### src/rtl/i2s_pack_pkg.sv
package i2s_pack_pkg;
  localparam logic [2:0] PROTO_I2S = 3'd3;

  typedef enum logic [2:0] {
    ST_IDLE,
    ST_TX_POP,
    ST_TX_SEND,
    ST_RX_TAKE,
    ST_RX_PUSH,
    ST_DONE
  } xfer_st_e;
endpackage

### src/rtl/i2s_err_flags.sv
module i2s_err_flags (
  input  logic clk_i,
  input  logic rst_ni,
  input  logic udr_set_i,
  input  logic ovr_set_i,
  input  logic clr_i,
  output logic udr_o,
  output logic ovr_o
);
  logic udr_q, ovr_q;

  always_ff @(posedge clk_i or negedge rst_ni) begin
    if (!rst_ni) begin
      udr_q <= 1'b0;
      ovr_q <= 1'b0;
    end else begin
      if (udr_set_i)  udr_q <= 1'b1;
      else if (clr_i) udr_q <= 1'b0;
      if (ovr_set_i)  ovr_q <= 1'b1;
      else if (clr_i) ovr_q <= 1'b0;
    end
  end

  assign udr_o = udr_q;
  assign ovr_o = ovr_q;

  assert_udr_sticky_R7: assert property (@(posedge clk_i) disable iff (!rst_ni)
    (udr_q && !clr_i) |=> udr_q);
  assert_ovr_sticky_R7: assert property (@(posedge clk_i) disable iff (!rst_ni)
    (ovr_q && !clr_i) |=> ovr_q);
  assert_set_wins_R7: assert property (@(posedge clk_i) disable iff (!rst_ni)
    (udr_set_i && clr_i) |=> udr_q);
endmodule

### src/rtl/i2s_tx_packer.sv
module i2s_tx_packer #(
  parameter int BYTE_W = 8,
  parameter int LANES  = 4,
  localparam int IDX_W = (LANES > 1) ? $clog2(LANES) : 1,
  localparam int SMP_W = BYTE_W * LANES
) (
  input  logic              clk_i,
  input  logic              rst_ni,
  input  logic              load_i,
  input  logic [IDX_W-1:0]  idx_i,
  input  logic [BYTE_W-1:0] byte_i,
  output logic [SMP_W-1:0]  smp_o
);
  for (genvar g = 0; g < LANES; g++) begin : g_lane
    logic [BYTE_W-1:0] lane_q;
    always_ff @(posedge clk_i or negedge rst_ni) begin
      if (!rst_ni) begin
        lane_q <= '0;
      end else if (load_i) begin
        // first byte of a sample clears the upper lanes
        if (idx_i == IDX_W'(g))     lane_q <= byte_i;
        else if (idx_i == '0)       lane_q <= '0;
      end
    end
    assign smp_o[g*BYTE_W +: BYTE_W] = lane_q;
  end
endmodule

### src/rtl/i2s_rx_unpacker.sv
module i2s_rx_unpacker #(
  parameter int BYTE_W = 8,
  parameter int LANES  = 4,
  localparam int IDX_W = (LANES > 1) ? $clog2(LANES) : 1,
  localparam int SMP_W = BYTE_W * LANES
) (
  input  logic              clk_i,
  input  logic              rst_ni,
  input  logic              cap_i,
  input  logic [SMP_W-1:0]  smp_i,
  input  logic [IDX_W-1:0]  idx_i,
  output logic [BYTE_W-1:0] byte_o
);
  logic [SMP_W-1:0]  smp_q;
  logic [BYTE_W-1:0] lane_w [LANES];

  always_ff @(posedge clk_i or negedge rst_ni) begin
    if (!rst_ni)    smp_q <= '0;
    else if (cap_i) smp_q <= smp_i;
  end

  for (genvar g = 0; g < LANES; g++) begin : g_sel
    assign lane_w[g] = smp_q[g*BYTE_W +: BYTE_W];
  end

  always_comb begin
    byte_o = lane_w[0];
    for (int i = 0; i < LANES; i++) begin
      if (idx_i == IDX_W'(i)) byte_o = lane_w[i];
    end
  end
endmodule

### src/rtl/i2s_xfer_ctrl.sv
module i2s_xfer_ctrl
  import i2s_pack_pkg::*;
#(
  parameter int IDX_W = 2,
  parameter int CNT_W = 8
) (
  input  logic             clk_i,
  input  logic             rst_ni,
  input  logic             req_i,
  input  logic             go_i,
  input  logic             tx_ok_i,
  input  logic             rx_ok_i,
  input  logic [CNT_W-1:0] tx_cnt_i,
  input  logic [CNT_W-1:0] rx_cnt_i,
  input  logic [IDX_W-1:0] bps_i,
  input  logic             txf_empty_i,
  output logic             txf_pop_o,
  output logic             tx_load_o,
  output logic             tx_smp_valid_o,
  input  logic             tx_smp_ready_i,
  input  logic             rx_smp_valid_i,
  output logic             rx_smp_ready_o,
  output logic             rx_cap_o,
  input  logic             rxf_full_i,
  output logic             rxf_push_o,
  output logic [IDX_W-1:0] idx_o,
  output logic             udr_set_o,
  output logic             ovr_set_o,
  output logic             busy_o,
  output logic             done_o
);
  xfer_st_e         state_q, state_d;
  logic [CNT_W-1:0] tx_left_q, tx_left_d, rx_left_q, rx_left_d;
  logic [IDX_W-1:0] idx_q, idx_d, bps_q, bps_d;
  logic             rx_ok_q, rx_ok_d;
  xfer_st_e         rx_next;

  assign rx_next = (rx_ok_q && rx_left_q != '0) ? ST_RX_TAKE : ST_DONE;

  always_comb begin
    state_d        = state_q;
    tx_left_d      = tx_left_q;
    rx_left_d      = rx_left_q;
    idx_d          = idx_q;
    bps_d          = bps_q;
    rx_ok_d        = rx_ok_q;
    txf_pop_o      = 1'b0;
    tx_load_o      = 1'b0;
    tx_smp_valid_o = 1'b0;
    rx_smp_ready_o = 1'b0;
    rx_cap_o       = 1'b0;
    rxf_push_o     = 1'b0;
    udr_set_o      = 1'b0;
    ovr_set_o      = 1'b0;
    done_o         = 1'b0;
    unique case (state_q)
      ST_IDLE: begin
        if (req_i && go_i) begin
          tx_left_d = tx_cnt_i;
          rx_left_d = rx_cnt_i;
          bps_d     = bps_i;
          rx_ok_d   = rx_ok_i;
          idx_d     = '0;
          if (tx_ok_i && tx_cnt_i != '0)      state_d = ST_TX_POP;
          else if (rx_ok_i && rx_cnt_i != '0) state_d = ST_RX_TAKE;
          else                                state_d = ST_DONE;
        end
      end
      ST_TX_POP: begin
        if (txf_empty_i) begin
          udr_set_o = 1'b1;
          idx_d     = '0;
          state_d   = rx_next;
        end else begin
          txf_pop_o = 1'b1;
          tx_load_o = 1'b1;
          if (idx_q == bps_q) begin
            idx_d   = '0;
            state_d = ST_TX_SEND;
          end else begin
            idx_d = idx_q + 1'b1;
          end
        end
      end
      ST_TX_SEND: begin
        tx_smp_valid_o = 1'b1;
        if (tx_smp_ready_i) begin
          tx_left_d = tx_left_q - 1'b1;
          state_d   = (tx_left_q == CNT_W'(1)) ? rx_next : ST_TX_POP;
        end
      end
      ST_RX_TAKE: begin
        if (rxf_full_i) begin
          ovr_set_o = 1'b1;
          state_d   = ST_DONE;
        end else begin
          rx_smp_ready_o = 1'b1;
          if (rx_smp_valid_i) begin
            rx_cap_o = 1'b1;
            idx_d    = '0;
            state_d  = ST_RX_PUSH;
          end
        end
      end
      ST_RX_PUSH: begin
        if (rxf_full_i) begin
          ovr_set_o = 1'b1;
          idx_d     = '0;
          state_d   = ST_DONE;
        end else begin
          rxf_push_o = 1'b1;
          if (idx_q == bps_q) begin
            idx_d     = '0;
            rx_left_d = rx_left_q - 1'b1;
            state_d   = (rx_left_q == CNT_W'(1)) ? ST_DONE : ST_RX_TAKE;
          end else begin
            idx_d = idx_q + 1'b1;
          end
        end
      end
      ST_DONE: begin
        done_o  = 1'b1;
        state_d = ST_IDLE;
      end
      default: state_d = ST_IDLE;
    endcase
  end

  always_ff @(posedge clk_i or negedge rst_ni) begin
    if (!rst_ni) begin
      state_q   <= ST_IDLE;
      tx_left_q <= '0;
      rx_left_q <= '0;
      idx_q     <= '0;
      bps_q     <= '0;
      rx_ok_q   <= 1'b0;
    end else begin
      state_q   <= state_d;
      tx_left_q <= tx_left_d;
      rx_left_q <= rx_left_d;
      idx_q     <= idx_d;
      bps_q     <= bps_d;
      rx_ok_q   <= rx_ok_d;
    end
  end

  assign busy_o = (state_q != ST_IDLE);
  assign idx_o  = idx_q;

  assert_no_pop_empty_R5: assert property (@(posedge clk_i) disable iff (!rst_ni)
    txf_pop_o |-> !txf_empty_i);
  assert_no_push_full_R6: assert property (@(posedge clk_i) disable iff (!rst_ni)
    rxf_push_o |-> !rxf_full_i);
  assert_no_take_full_R6: assert property (@(posedge clk_i) disable iff (!rst_ni)
    rx_smp_ready_o |-> !rxf_full_i);
  assert_gate_idle_R1: assert property (@(posedge clk_i) disable iff (!rst_ni)
    (!busy_o && req_i && !go_i) |=> !busy_o);
  assert_done_ends_R8: assert property (@(posedge clk_i) disable iff (!rst_ni)
    done_o |=> !busy_o);
  assert_one_action_R10: assert property (@(posedge clk_i) disable iff (!rst_ni)
    $onehot0({txf_pop_o, rxf_push_o, tx_smp_valid_o, rx_smp_ready_o}));
  assert_idle_quiet_R10: assert property (@(posedge clk_i) disable iff (!rst_ni)
    !busy_o |-> !(txf_pop_o || rxf_push_o || tx_smp_valid_o || rx_smp_ready_o));
endmodule

### src/rtl/i2s_sample_packer.sv
module i2s_sample_packer
  import i2s_pack_pkg::*;
#(
  parameter int BYTE_W = 8,
  parameter int LANES  = 4,
  parameter int CNT_W  = 8,
  localparam int IDX_W = (LANES > 1) ? $clog2(LANES) : 1,
  localparam int SMP_W = BYTE_W * LANES
) (
  input  logic              clk_i,
  input  logic              rst_ni,
  input  logic              en_i,
  input  logic [2:0]        proto_i,
  input  logic              tx_en_i,
  input  logic              tx_oe_i,
  input  logic              rx_en_i,
  input  logic [IDX_W-1:0]  bps_i,
  input  logic              req_i,
  input  logic [CNT_W-1:0]  tx_cnt_i,
  input  logic [CNT_W-1:0]  rx_cnt_i,
  input  logic              err_clr_i,
  input  logic [BYTE_W-1:0] txf_data_i,
  input  logic              txf_empty_i,
  output logic              txf_pop_o,
  input  logic              rxf_full_i,
  output logic [BYTE_W-1:0] rxf_data_o,
  output logic              rxf_push_o,
  output logic [SMP_W-1:0]  tx_smp_o,
  output logic              tx_smp_valid_o,
  input  logic              tx_smp_ready_i,
  input  logic [SMP_W-1:0]  rx_smp_i,
  input  logic              rx_smp_valid_i,
  output logic              rx_smp_ready_o,
  output logic              busy_o,
  output logic              done_o,
  output logic              udr_o,
  output logic              ovr_o
);
  logic             go, tx_ok, rx_ok;
  logic             tx_load, rx_cap, udr_set, ovr_set;
  logic [IDX_W-1:0] idx;

  assign go    = en_i && (proto_i == PROTO_I2S);
  assign tx_ok = tx_en_i && tx_oe_i;
  assign rx_ok = rx_en_i;

  i2s_xfer_ctrl #(.IDX_W(IDX_W), .CNT_W(CNT_W)) i_ctrl (
    .clk_i, .rst_ni,
    .req_i, .go_i(go), .tx_ok_i(tx_ok), .rx_ok_i(rx_ok),
    .tx_cnt_i, .rx_cnt_i, .bps_i,
    .txf_empty_i, .txf_pop_o, .tx_load_o(tx_load),
    .tx_smp_valid_o, .tx_smp_ready_i,
    .rx_smp_valid_i, .rx_smp_ready_o, .rx_cap_o(rx_cap),
    .rxf_full_i, .rxf_push_o, .idx_o(idx),
    .udr_set_o(udr_set), .ovr_set_o(ovr_set),
    .busy_o, .done_o
  );

  i2s_tx_packer #(.BYTE_W(BYTE_W), .LANES(LANES)) i_tx_pack (
    .clk_i, .rst_ni, .load_i(tx_load), .idx_i(idx),
    .byte_i(txf_data_i), .smp_o(tx_smp_o)
  );

  i2s_rx_unpacker #(.BYTE_W(BYTE_W), .LANES(LANES)) i_rx_unpack (
    .clk_i, .rst_ni, .cap_i(rx_cap), .smp_i(rx_smp_i),
    .idx_i(idx), .byte_o(rxf_data_o)
  );

  i2s_err_flags i_flags (
    .clk_i, .rst_ni, .udr_set_i(udr_set), .ovr_set_i(ovr_set),
    .clr_i(err_clr_i), .udr_o, .ovr_o
  );

  assert_tx_hold_R3: assert property (@(posedge clk_i) disable iff (!rst_ni)
    (tx_smp_valid_o && !tx_smp_ready_i) |=> (tx_smp_valid_o && $stable(tx_smp_o)));
  assert_push_after_cap_R4: assert property (@(posedge clk_i) disable iff (!rst_ni)
    (rx_smp_ready_o && rx_smp_valid_i) |=> (rxf_push_o || ovr_o));
endmodule

### config.mk
export PLATFORM = sky130hd
export DESIGN_NAME = i2s_sample_packer
export DESIGN_NICKNAME = d
export VERILOG_FILES = /design/src/rtl/i2s_pack_pkg.sv /design/src/rtl/i2s_err_flags.sv /design/src/rtl/i2s_tx_packer.sv /design/src/rtl/i2s_rx_unpacker.sv /design/src/rtl/i2s_xfer_ctrl.sv /design/src/rtl/i2s_sample_packer.sv
export SDC_FILE = /design/constraint.sdc
export NUM_CORES = 1
export LEC_CHECK = 0
export ABC_CLOCK_PERIOD_IN_PS = 5100
export CAP_MARGIN = 10
export CORE_AREA = 2 2 103 105
export DETAILED_ROUTE_END_ITERATION = 10
export DIE_AREA = 0 0 105 107
export GPL_TIMING_DRIVEN = 0
export PLACE_DENSITY_LB_ADDON = 0.12
export RECOVER_POWER = 25
export SYNTH_ARGS = -nofsm -noshare
export SYNTH_HDL_FRONTEND = slang
export SYNTH_SLANG_ARGS = --single-unit
### constraint.sdc
create_clock -name clk_i -period 5.1 [get_ports clk_i]
set_input_delay 1.275 -clock clk_i [delete_from_list [all_inputs] [get_ports clk_i]]
set_output_delay 1.275 -clock clk_i [all_outputs]
set_load 0.01 [all_outputs]
==> out/metrics.yaml <==
status: "finished with violations"
violations: "capacitance limit, slew limit"
p_int_mw: 1.98
cts_resized: 0
critPathArrivalTime_ns: 2.72
hold_class: "register to register"
tritoncts: "done"
worst_pin_slew_ns: 1.76
synth_nets: 504
die_w_um: 105
fin_nets: 635
leakage_nw: 2.53
gp_congestion: 0.932
cp_slowest_cell: "clkdlybuf4s50_1"
crit_path_frequent_cell: "clkdlybuf4s50_1"
die_h_um: 107
use_met3_pct: 3.77
avgSynthCellArea_sq_um: 10.6
clock_latency_ns: 0.35
cp.required_ns: 3.83
core_area_sq_um: 10100
cpPeakStageDelay_ns: 0.60
met1_usage_pct: 27.9
ant_nets: 0
placed_area_sq_um: 5860
drc_errors: 0
ctsHoldBuffers: 0
die-area_sq_um: 11200
initial_utilization_pct: 44.3
synth_enable_flop_cells: 0
r2r-start: "i_ctrl.rx_left_q[0]"
worstPathCellList: "clkdlybuf4s50_1 -> nor2_2 -> clkdlybuf4s50_1"
clk_pin_slew_ns: 0.09
power_frac_comb_pct: 42.0
synthCells: 423
setup_ws_ns: 1.10
finalHoldViolations: 0
grt_max_degree: 59
r2r_cells: 7
synth_flop_cell: "dfrtp_1"
pre_cts_slack_ns: 1.12
syn2layout_area_growth_pct: 35.7
io_pins: 121
cp-endpoint: "txf_pop_o"
post-cts-setup-buffer-count: 0
syn_area_sq_um: 4470
period_share_pct: 78.4
worstReg2RegEnd: "i_ctrl.state_q[1]"
cts.sinks: 90
cts-root-buf: "clkbuf_8"
routed_wl_mm: 11.0
antenna_found_initial: 0
clockPowerShare_pct: 19.1
setup_viol: 0
vias: 3729
seqPwrFrac_pct: 38.9
synth.distinct_cells: 57
async_reset_ff_share_pct: 100
grt_util_met2_pct: 33.1
row_count: 37
critPathLaunch: "txf_empty_i"
rrSetupSlack_ns: 2.86
yosysWarningCount: 0
grt_pass1_wl_mm: 18.3
finalSetupTns_ns: 0
max_slew_margin_pct: -17.2
overflow: 0
swShare_pct: 34.8
drv_cap: 1
critPathMaxFanout: 7
drive_gt1_share_pct: 9.14
fin_crit_ns: 4.00
vdd_ir_drop_max_mv: 0.248
power_switching_mw: 1.06
diodes: 0
drt_iter0_markers: 119
power_density_nw_per_um2: 500
grt.busiest_layer: "met2"
yosysSeqAreaShare_pct: 50.3
dpl.hpwl_mm: 8.24
p_total_mw: 3.04
firstDrtPassIters: 4
synth.ff_latch_count: 90
worstSetupEndpointType: "output pin"
clockBufferDepth: 2
grt_usage_pct: 20.2
rsz0062_at_grt: "false"
grt_pass1_vias: 3693
fin_area_sq_um: 6070
port_buffers: 119
cts_made_buffers: 9
wl_per_cell_um: 15.8
htree_levels: 3
viasPerCell: 5.37
cp-start-kind: "input pin"
holdPathStages: 2
finalClockSkew_ns: 0.0162
slew_violations: 34
fill_cells: 920
max_freq_mhz: 250
critPathKind: "input pin to output pin"
-- cells in the mapped netlist (all sizes together), types with 2 or more instances --
cell / count / area share, %
dfrtp: 90 / 50
mux2i: 8 / 1.8
nand2b: 2 / 0.28
nor3: 12 / 1.6
nor3b: 5 / 0.95
o221ai: 2 / 0.39
xor2: 2 / 0.39
a211oi: 3 / 0.50
buf: 9 / 1.5
o21ai: 49 / 5.5
clkbuf: 15 / 1.3
a22oi: 4 / 0.67
nor4: 14 / 2.0
o22ai: 2 / 0.28
nand3: 3 / 0.45
a21boi: 3 / 0.59
ha: 8 / 2.2
inv: 14 / 1.2
and2: 3 / 0.42
a22o: 17 / 3.3
nor2: 35 / 3.0
or3: 4 / 0.56
nand2: 30 / 2.5
a32oi: 2 / 0.81
a31oi: 2 / 0.28
a21oi: 23 / 2.6
mux2: 44 / 11
-- routing by layer --
layer  wire length [um]  vias to the layer above  part of all wire [%]
met4                102                        0                  0.93
met3                649                       10                   5.9
met5                  0                        -                     0
met1               5030                     1789                    46
li1                   -                     1809                     -
met2               5200                      121                    47
-- state kept, by name, indices dropped and copies added (netlist names) --
signal and flops:
i_rx_unpack.smp_q 32, i_ctrl.rx_left_q 8, i_ctrl.bps_q 2, i_flags.udr_o 1
i_flags.ovr_o 1, i_ctrl.idx_o 2, i_tx_pack.g_lane.lane_q 32, i_ctrl.tx_left_q 8
i_ctrl.state_q 3, i_ctrl.rx_ok_q 1
-- metrics by stage --
stage / util (%) / cells / hold slack (ns)
finish: 60.1 / 694 / 0.492
global route: 60.1 / 694 / 0.516
global placement: 57.8 / 678 / 0.468
CTS: 60.4 / 694 / 0.496
floorplan: - / 423 / 0.464
detailed placement: 58.1 / 679 / 0.475
-- cell type report --
cell class	count	area, sq um	share of cell area (%)
flip-flops and latches	90	2250	37.1
multi-input cells	294	2030	33.4
repair buffers	120	1190	19.6
well taps	136	170	2.80
clock buffers	9	124	2.04
plain buffers	24	123	2.02
clock inverters	6	113	1.86
inverters	15	71.3	1.18
-- layout by cell type, fill, tap and decap left out, drive strengths merged, types with 3 or more instances in the layout --
master	netlist	final
nor4	14	14
buf	9	9
a211oi	3	3
ha	8	8
mux2i	8	8
nand3	3	3
or3	4	4
clkbuf	15	26
a22oi	4	4
bufinv	0	3
inv	14	16
clkdlybuf4s50	0	118
dfrtp	90	90
a22o	17	17
nor3b	5	5
o21ai	49	49
nor3	12	12
mux2	44	44
nor2	35	35
nand2	30	30
a21boi	3	3
and2	3	3
a21oi	23	23
-- power groups by stage --
stage	registers [mW]	clock network, mW	logic [mW]
2_1_floorplan	1.19	0	0.731
3_3_place_gp	1.18	0	1.25
3_5_place_dp	1.19	0	1.28
4_1_cts	1.18	0.595	1.29
5_1_grt	1.22	0.618	1.41
6_report	1.18	0.579	1.28
-- how the worst min path moves through the flow --
stage | from | to
after floorplan | i_rx_unpack.smp_q[0] | i_rx_unpack.smp_q[0]
after global placement | i_tx_pack.g_lane[3].lane_q[7] | i_tx_pack.g_lane[3].lane_q[7]
after detailed placement | i_tx_pack.g_lane[3].lane_q[7] | i_tx_pack.g_lane[3].lane_q[7]
after CTS | i_tx_pack.g_lane[3].lane_q[7] | i_tx_pack.g_lane[3].lane_q[7]
after global routing | i_rx_unpack.smp_q[0] | i_rx_unpack.smp_q[0]
final | i_tx_pack.g_lane[3].lane_q[7] | i_tx_pack.g_lane[3].lane_q[7]
-- worst max-delay path: cells and delay by family --
kind,cells,cell delay [ns]
buffers and inverters,2,1.12
AND/OR/NAND/NOR,1,0.32
-- logic make-up (layout without fill, tap and decap cells) --
| logic type | after synthesis | in the layout | share of synthesized area [%] |
|---|---|---|---|
| and+or+nand+nor | 118 | 118 | 13.5 |
| AOI/OAI and AO/OA | 114 | 114 | 16.3 |
| DFF | 90 | 90 | 50.3 |
| muxes | 52 | 52 | 12.9 |
| buffers and inverters | 39 | 174 | 4.34 |
| adders and majority gates | 8 | 8 | 2.24 |
| xor gates and xnor gates | 2 | 2 | 0.392 |
No activity file was read; power rests on OpenSTA's default activity.
